--- config.mk ---
export PLATFORM = sky130hd
export DESIGN_NAME = i2c_regport
export DESIGN_NICKNAME = d
export VERILOG_FILES = /design/src/rtl/i2c_tgt_pkg.sv /design/src/rtl/i2c_tgt_linesync.sv /design/src/rtl/i2c_tgt_ptr.sv /design/src/rtl/i2c_tgt_engine.sv /design/src/rtl/i2c_regport.sv
export SDC_FILE = /design/constraint.sdc
export NUM_CORES = 1
export LEC_CHECK = 0
export ABC_AREA = 1
export BUFFER_PORTS_ARGS = -buffer_cell sky130_fd_sc_hd__clkbuf_2
export CAP_MARGIN = 0
export CORE_MARGIN = 2
export CORE_UTILIZATION = 50
export CTS_CLUSTER_SIZE = 25
export DETAILED_ROUTE_END_ITERATION = 16
export GPL_TIMING_DRIVEN = 0
export PLACE_DENSITY = 0.71
export SLEW_MARGIN = 20
export SYNTH_ARGS = -nofsm -noshare
export SYNTH_HDL_FRONTEND = slang
export SYNTH_SLANG_ARGS = --single-unit
--- constraint.sdc ---
create_clock -name clk -period 2 [get_ports clk]
set_clock_uncertainty 0.05 [all_clocks]
set_input_delay 0.1 -clock clk [delete_from_list [all_inputs] [get_ports clk]]
set_output_delay 0.1 -clock clk [all_outputs]
set_load 0.05 [all_outputs]
--- src/rtl/i2c_tgt_pkg.sv ---
package i2c_tgt_pkg;

    localparam int BYTE_W = 8;
    localparam int BIT_CNT_W = 4;

    typedef enum logic [3:0] {
        ST_IDLE,
        ST_ADDR,
        ST_ADDR_ACK,
        ST_SUB,
        ST_SUB_ACK,
        ST_WDATA,
        ST_WDATA_ACK,
        ST_RDATA,
        ST_RACK,
        ST_IGNORE
    } tgt_state_e;

endpackage

--- src/rtl/i2c_tgt_linesync.sv ---
module i2c_tgt_linesync #(
    parameter int STAGES = 2
) (
    input  logic clk,
    input  logic rst_n,
    input  logic scl_in,
    input  logic sda_in,
    output logic scl_s,
    output logic sda_s,
    output logic scl_rise,
    output logic scl_fall,
    output logic start_det,
    output logic stop_det
);
    localparam int NLINES = 2;

    logic [NLINES-1:0] raw;
    logic [NLINES-1:0] synced;
    logic              scl_p;
    logic              sda_p;

    assign raw = {sda_in, scl_in};

    // One synchronizer chain per bus line; idle bus level is high.
    for (genvar g = 0; g < NLINES; g++) begin : g_sync
        logic [STAGES-1:0] chain;
        always_ff @(posedge clk or negedge rst_n) begin
            if (!rst_n) chain <= '1;
            else        chain <= {chain[STAGES-2:0], raw[g]};
        end
        assign synced[g] = chain[STAGES-1];
    end

    assign scl_s = synced[0];
    assign sda_s = synced[1];

    always_ff @(posedge clk or negedge rst_n) begin
        if (!rst_n) begin
            scl_p <= 1'b1;
            sda_p <= 1'b1;
        end else begin
            scl_p <= scl_s;
            sda_p <= sda_s;
        end
    end

    assign scl_rise  = scl_s & ~scl_p;
    assign scl_fall  = ~scl_s & scl_p;
    assign start_det = scl_s & scl_p & sda_p & ~sda_s;
    assign stop_det  = scl_s & scl_p & ~sda_p & sda_s;

    // a bus condition is only ever seen while SCL stays high
    assert_cond_scl_high_R10: assert property (@(posedge clk) disable iff (!rst_n)
        (start_det || stop_det) |-> ($past(scl_s) && scl_s));

endmodule

--- src/rtl/i2c_tgt_ptr.sv ---
module i2c_tgt_ptr #(
    parameter int AW = 8
) (
    input  logic          clk,
    input  logic          rst_n,
    input  logic          load,
    input  logic [AW-1:0] load_val,
    input  logic          inc,
    output logic [AW-1:0] ptr
);
    always_ff @(posedge clk or negedge rst_n) begin
        if (!rst_n)    ptr <= '0;
        else if (load) ptr <= load_val;
        else if (inc)  ptr <= AW'(ptr + 1'b1);
    end

    assert_ptr_load_R4: assert property (@(posedge clk) disable iff (!rst_n)
        load |=> (ptr == $past(load_val)));

    assert_ptr_wrap_R7: assert property (@(posedge clk) disable iff (!rst_n)
        (inc && !load && (ptr == '1)) |=> (ptr == '0));

    assert_ptr_hold_R2: assert property (@(posedge clk) disable iff (!rst_n)
        (!inc && !load) |=> $stable(ptr));

endmodule

--- src/rtl/i2c_tgt_engine.sv ---
module i2c_tgt_engine
    import i2c_tgt_pkg::*;
#(
    parameter logic [5:0] DEV_ADDR_HI = 6'b010110
) (
    input  logic              clk,
    input  logic              rst_n,
    input  logic              enable,
    input  logic              addr_strap,
    input  logic              scl_s,
    input  logic              sda_s,
    input  logic              scl_rise,
    input  logic              scl_fall,
    input  logic              start_det,
    input  logic              stop_det,
    input  logic [BYTE_W-1:0] reg_rdata,
    output logic              sda_drive_low,
    output logic              wr_pulse,
    output logic [BYTE_W-1:0] wdata,
    output logic              ptr_load,
    output logic [BYTE_W-1:0] ptr_load_val,
    output logic              ptr_inc
);
    localparam logic [BIT_CNT_W-1:0] FULL_BYTE = BIT_CNT_W'(BYTE_W);
    localparam logic [BIT_CNT_W-1:0] LAST_BIT  = BIT_CNT_W'(BYTE_W - 1);

    tgt_state_e           state;
    logic [BYTE_W-1:0]    shreg;
    logic [BIT_CNT_W-1:0] cnt;
    logic                 rw;
    logic                 host_nack;
    logic                 addr_hit;
    logic                 byte_in_done;
    logic                 byte_out_done;

    assign addr_hit      = (shreg[BYTE_W-1:1] == {DEV_ADDR_HI, addr_strap});
    assign byte_in_done  = scl_fall && (cnt == FULL_BYTE);
    assign byte_out_done = scl_fall && (cnt == LAST_BIT);

    // State register and datapath
    always_ff @(posedge clk or negedge rst_n) begin
        if (!rst_n) begin
            state     <= ST_IDLE;
            shreg     <= '0;
            cnt       <= '0;
            rw        <= 1'b0;
            host_nack <= 1'b1;
            wr_pulse  <= 1'b0;
            wdata     <= '0;
        end else begin
            wr_pulse <= 1'b0;
            if (!enable) begin
                state <= ST_IDLE;
                cnt   <= '0;
            end else if (start_det) begin
                state <= ST_ADDR;
                cnt   <= '0;
            end else if (stop_det) begin
                state <= ST_IDLE;
                cnt   <= '0;
            end else begin
                unique case (state)
                    ST_IDLE, ST_IGNORE: begin
                    end
                    ST_ADDR, ST_SUB, ST_WDATA: begin
                        if (scl_rise && cnt != FULL_BYTE) begin
                            shreg <= {shreg[BYTE_W-2:0], sda_s};
                            cnt   <= BIT_CNT_W'(cnt + 1'b1);
                        end else if (byte_in_done) begin
                            cnt <= '0;
                            if (state == ST_ADDR) begin
                                if (addr_hit) begin
                                    rw    <= shreg[0];
                                    state <= ST_ADDR_ACK;
                                end else begin
                                    state <= ST_IGNORE;
                                end
                            end else if (state == ST_SUB) begin
                                state <= ST_SUB_ACK;
                            end else begin
                                wr_pulse <= 1'b1;
                                wdata    <= shreg;
                                state    <= ST_WDATA_ACK;
                            end
                        end
                    end
                    ST_ADDR_ACK: begin
                        if (scl_fall) begin
                            if (rw) begin
                                shreg <= reg_rdata;
                                state <= ST_RDATA;
                            end else begin
                                state <= ST_SUB;
                            end
                        end
                    end
                    ST_SUB_ACK, ST_WDATA_ACK: begin
                        if (scl_fall) state <= ST_WDATA;
                    end
                    ST_RDATA: begin
                        if (byte_out_done) begin
                            cnt   <= '0;
                            state <= ST_RACK;
                        end else if (scl_fall) begin
                            shreg <= {shreg[BYTE_W-2:0], 1'b0};
                            cnt   <= BIT_CNT_W'(cnt + 1'b1);
                        end
                    end
                    ST_RACK: begin
                        if (scl_rise) begin
                            host_nack <= sda_s;
                        end else if (scl_fall) begin
                            if (!host_nack) begin
                                shreg <= reg_rdata;
                                state <= ST_RDATA;
                            end else begin
                                state <= ST_IGNORE;
                            end
                        end
                    end
                    default: state <= ST_IDLE;
                endcase
            end
        end
    end

    // Outputs
    always_comb begin
        sda_drive_low = 1'b0;
        unique case (state)
            ST_ADDR_ACK, ST_SUB_ACK, ST_WDATA_ACK: sda_drive_low = 1'b1;
            ST_RDATA:                              sda_drive_low = ~shreg[BYTE_W-1];
            default:                               sda_drive_low = 1'b0;
        endcase
        ptr_load     = enable && !start_det && !stop_det && (state == ST_SUB) && byte_in_done;
        ptr_load_val = shreg;
        ptr_inc      = wr_pulse ||
                       (enable && !start_det && !stop_det && (state == ST_RDATA) && byte_out_done);
    end

    assert_wr_single_R3: assert property (@(posedge clk) disable iff (!rst_n)
        wr_pulse |=> !wr_pulse);

    assert_wr_from_data_R4: assert property (@(posedge clk) disable iff (!rst_n)
        wr_pulse |-> ($past(state) == ST_WDATA));

    assert_read_no_write_R5: assert property (@(posedge clk) disable iff (!rst_n)
        (state == ST_RDATA || state == ST_RACK) |-> !wr_pulse);

    assert_off_released_R9: assert property (@(posedge clk) disable iff (!rst_n)
        !enable |=> !sda_drive_low);

    assert_drive_scl_low_R10: assert property (@(posedge clk) disable iff (!rst_n)
        ($past(enable) && (sda_drive_low != $past(sda_drive_low))) |-> !scl_s);

    assert_ignore_no_write_R2: assert property (@(posedge clk) disable iff (!rst_n)
        (state == ST_IGNORE) |=> !wr_pulse);

endmodule

--- src/rtl/i2c_regport.sv ---
module i2c_regport #(
    parameter int         SYNC_STAGES = 2,
    parameter logic [5:0] DEV_ADDR_HI = 6'b010110
) (
    input  logic       clk,
    input  logic       rst_n,
    input  logic       enable,
    input  logic       addr_strap,
    input  logic       scl_in,
    input  logic       sda_in,
    output logic       sda_drive_low,
    output logic       reg_wr_en,
    output logic [7:0] reg_addr,
    output logic [7:0] reg_wdata,
    input  logic [7:0] reg_rdata
);
    import i2c_tgt_pkg::*;

    logic              scl_s, sda_s, scl_rise, scl_fall, start_det, stop_det;
    logic              ptr_load, ptr_inc;
    logic [BYTE_W-1:0] ptr_load_val;

    i2c_tgt_linesync #(.STAGES(SYNC_STAGES)) u_sync (
        .clk       (clk),
        .rst_n     (rst_n),
        .scl_in    (scl_in),
        .sda_in    (sda_in),
        .scl_s     (scl_s),
        .sda_s     (sda_s),
        .scl_rise  (scl_rise),
        .scl_fall  (scl_fall),
        .start_det (start_det),
        .stop_det  (stop_det)
    );

    i2c_tgt_engine #(.DEV_ADDR_HI(DEV_ADDR_HI)) u_engine (
        .clk           (clk),
        .rst_n         (rst_n),
        .enable        (enable),
        .addr_strap    (addr_strap),
        .scl_s         (scl_s),
        .sda_s         (sda_s),
        .scl_rise      (scl_rise),
        .scl_fall      (scl_fall),
        .start_det     (start_det),
        .stop_det      (stop_det),
        .reg_rdata     (reg_rdata),
        .sda_drive_low (sda_drive_low),
        .wr_pulse      (reg_wr_en),
        .wdata         (reg_wdata),
        .ptr_load      (ptr_load),
        .ptr_load_val  (ptr_load_val),
        .ptr_inc       (ptr_inc)
    );

    i2c_tgt_ptr #(.AW(BYTE_W)) u_ptr (
        .clk      (clk),
        .rst_n    (rst_n),
        .load     (ptr_load),
        .load_val (ptr_load_val),
        .inc      (ptr_inc),
        .ptr      (reg_addr)
    );

endmodule

==> reports/metrics.cfg <==
[outcome]
outcome = complete, no violations

[sta]
setup_tns_ns = 0
rsz0062_at_grt = false
relSlewSlack_pct = 39.5
worst-slew-pin-transition_ns = 0.907
finalHoldViolCount = 0
maximum_achievable_frequency_mhz = 530
final_min_period_over_clock_period_pct = 94.4
final_period_minus_worst_setup_slack_ns = 1.89
slew_viol_final = 0
timing.final.setup_violations = 0
timing.final.ws_setup_ns = 0.112

[routing]
route.final.wire_length_mm = 5.34
ant_nets = 0
routed_length_on_met1_mm = 2.55
top_layer = met4
wl_met3_um = 242
drtIter0Drc = 123
route.met2.wl_mm = 2.48
drtPass1Iterations = 4
vias_per_cell = 5.16
post_drt_wl_per_cell_um = 12.7
num_vias = 2176
drc = 0

[yosys]
synthMostInstantiatedCell = nand2_1
post_synth_most_frequent_cells = nand2_1, dfrtp_1, inv_1
post_synthesis_instance_area_mm2 = 0.00239
yosysWarnings = 0
synth_edf_count = 0
synth_area_per_cell_um2 = 7.33
postSynthCellCount = 326
synth.ff_latch_count = 41
dominantRegCellSynth = dfrtp_1
synth_top_area_cell = dfrtp_1
synth.distinct_cells = 31
synth_sequential_area_ratio_pct = 43.3
synth_largest_type_area_fraction_pct = 35.6
postSynth.asyncResetShare_pct = 100
synth.area.top_cells = dfrtp_1, nand2_1, dfstp_2, nand3_1, inv_1
synthesized_nets = 343

[placed_design]
place.port_buffers = 31
post-dp-hpwl_mm = 3.92
numPlacedInstances = 411
place.gp.congestion = 0.937
place_ws_ns = 0.149
place_area_mm2 = 0.00261

[floorplan]
floorplan.io_pins = 32
floorplan.die.width_um = 73.1
design.core.area_mm2 = 0.00466
row_count = 25
initial_core_util_pct = 51.3
fp.dieArea_mm2 = 0.00535
floorplan.die.height_um = 73.1

[job]
drv_cap = 0

[hold_path]
hold_path_class = input port to flip-flop

[cells_and_area]
multi_input_area_mm2 = 0.00117
antenna_cells_inserted = 0
fillers = 430
final_area_mm2 = 0.00277
final_util_pct = 59.4
seq_area_mm2 = 0.00103
final-instance-count-excl-fill = 422
finalNetCount = 384
share_of_layout_cells_above_drive_strength_1_pct = 20.9
area_delta_synth_final_pct = 15.8

[cts]
tritoncts.num_buffers = 5
cts_sinks = 41
cts_tree = done
cts_buffer_depth = 2
ctsHtreeMaxLevel = 2
ctsRootBufferMaster = clkbuf_8
clk-insertion-delay-late_ns = 0.30
clkSlewWorstSetupHoldPaths_ns = 0.09

[power_and_ir_drop]
vdd_ir_drop_max_mv = 0.546
static_leakage_nw = 1.52
power.density_cell_area_mw_per_mm2 = 658

[worst_setup_path]
worstPathCellList = inv_2, nand2_1, nor2_2, inv_2, o211ai_1, clkbuf_2
path_max_fanout = 6
critical_path.slowest_cell = dfrtp_1
reg2reg_depth = 9
critPathMostFrequentCell = inv_2
worst_setup_path_startpoint = u_engine.state[3]
cp-end-kind = output pin
worstPathArrival_ns = 1.74
critPathCapture = sda_drive_low
setup.reg_to_reg.worst_slack_ns = 0.15
crit_path_start_kind = flip-flop
path_class = flip-flop to output pin
r2r_start = u_engine.cnt[0]
cp_data_required_time_ns = 1.85
critPathMaxStageDelay_ns = 0.44
worstReg2RegEnd = u_engine.wdata[6]

[global_routing]
grt_antenna_before_repair = 0
grt_pass1_wl_mm = 9.29
first_global_vias = 2125
grt_max_degree = 42
overflow = 0
track_usage_pct = 22.1

[layout by cell type (no fill, tap or decap), drive strengths merged]
cell type,netlist,layout
buf,5,6
nand3,36,36
nand2,127,127
or2,1,1
o2111ai,1,1
dfrtp,34,34
o211ai,2,2
dlygate4sd3,0,3
xor2,6,6
nand3b,1,1
o21ai,22,22
nand4,9,9
dfstp,7,7
inv,39,39
clkbuf,0,37
nor3,2,2
xnor2,1,1
bufinv,0,1
clkinv,1,1
o21bai,1,1
a21oi,1,1
ha,3,3
nor2,27,27
[worst min-delay path by stage]
stage	slack (ns)	to	start	cells after the start
after floorplan	-0.25	u_engine.cnt[0]	rst_n	0
after global placement	0.14	u_sync.g_sync[1].chain[0]	sda_in	1
after detailed placement	0.14	u_sync.g_sync[1].chain[0]	sda_in	1
after CTS	0.02	u_engine.state[0]	enable	3
after global routing	0.05	u_engine.state[0]	enable	3
final	0.02	u_engine.state[0]	enable	3
[cell type report]
class | count | share of cell area, %
clock inverters | 1 | 1.09
multi-input cells | 240 | 42.2
inverters | 40 | 5.47
plain buffers | 5 | 1.54
flip-flops and latches | 41 | 37.4
clock buffers | 7 | 3.12
well taps | 54 | 2.44
repair buffers | 34 | 6.69
[stage by stage]
step	total power [mW]	hold slack (ns)
after CTS	1.83	0.0207
after global placement	1.12	0.138
after floorplan	1.05	-0.246
after global routing	1.90	0.0534
after detailed placement	1.12	0.140
final	1.82	0.0212
[where the power goes]
group	switching, mW	internal, mW
Combinational	0.131	0.0648
Sequential	0.0439	0.874
Clock	0.299	0.407
[what timing repair did]
item	CTS	global route
setup buffers	0	0
endpoints found under the setup margin	0	7
resized for setup	0	1
hold endpoints to repair	36	0
hold buffers	3	0
[kinds of logic (layout without fill, tap and decap cells)]
family / count (synthesis) / count (layout) / share of synthesized area, %
flip-flops: 41 / 41 / 43.3
AND/OR/NAND/NOR: 203 / 203 / 38.1
XOR/XNOR: 7 / 7 / 2.57
buffers and inverters: 45 / 87 / 8.11
adder cells (fa/ha/maj): 3 / 3 / 1.57
AO/OA/AOI/OAI: 27 / 27 / 6.34
[flip-flops by register name, summed over array words and instances (netlist names)]
| signal | cells |
|---|---|
| u_sync.g_sync.chain | 4 |
| u_engine.rw | 1 |
| u_engine.host_nack | 1 |
| u_engine.state | 4 |
| u_ptr.ptr | 8 |
| u_engine.wdata | 8 |
| u_engine.cnt | 4 |
| u_sync.sda_p | 1 |
| u_sync.scl_p | 1 |
| u_engine.wr_pulse | 1 |
| u_engine.ptr_load_val | 8 |
[worst max-delay path: cells and delay by family (launching register included)]
family / cells / cell delay [ns]
buf+inv: 3 / 0.53
flops: 1 / 0.44
compound gates: 1 / 0.25
simple gates: 2 / 0.22
[per-layer routing]
metal,global-route usage (%),vias to the layer above
li1,-,1113
met1,30.4,998
met2,35.3,57
met3,4.42,8
met4,6.79,0
met5,0,-
Note: power is estimated with default switching activity, not from simulation.
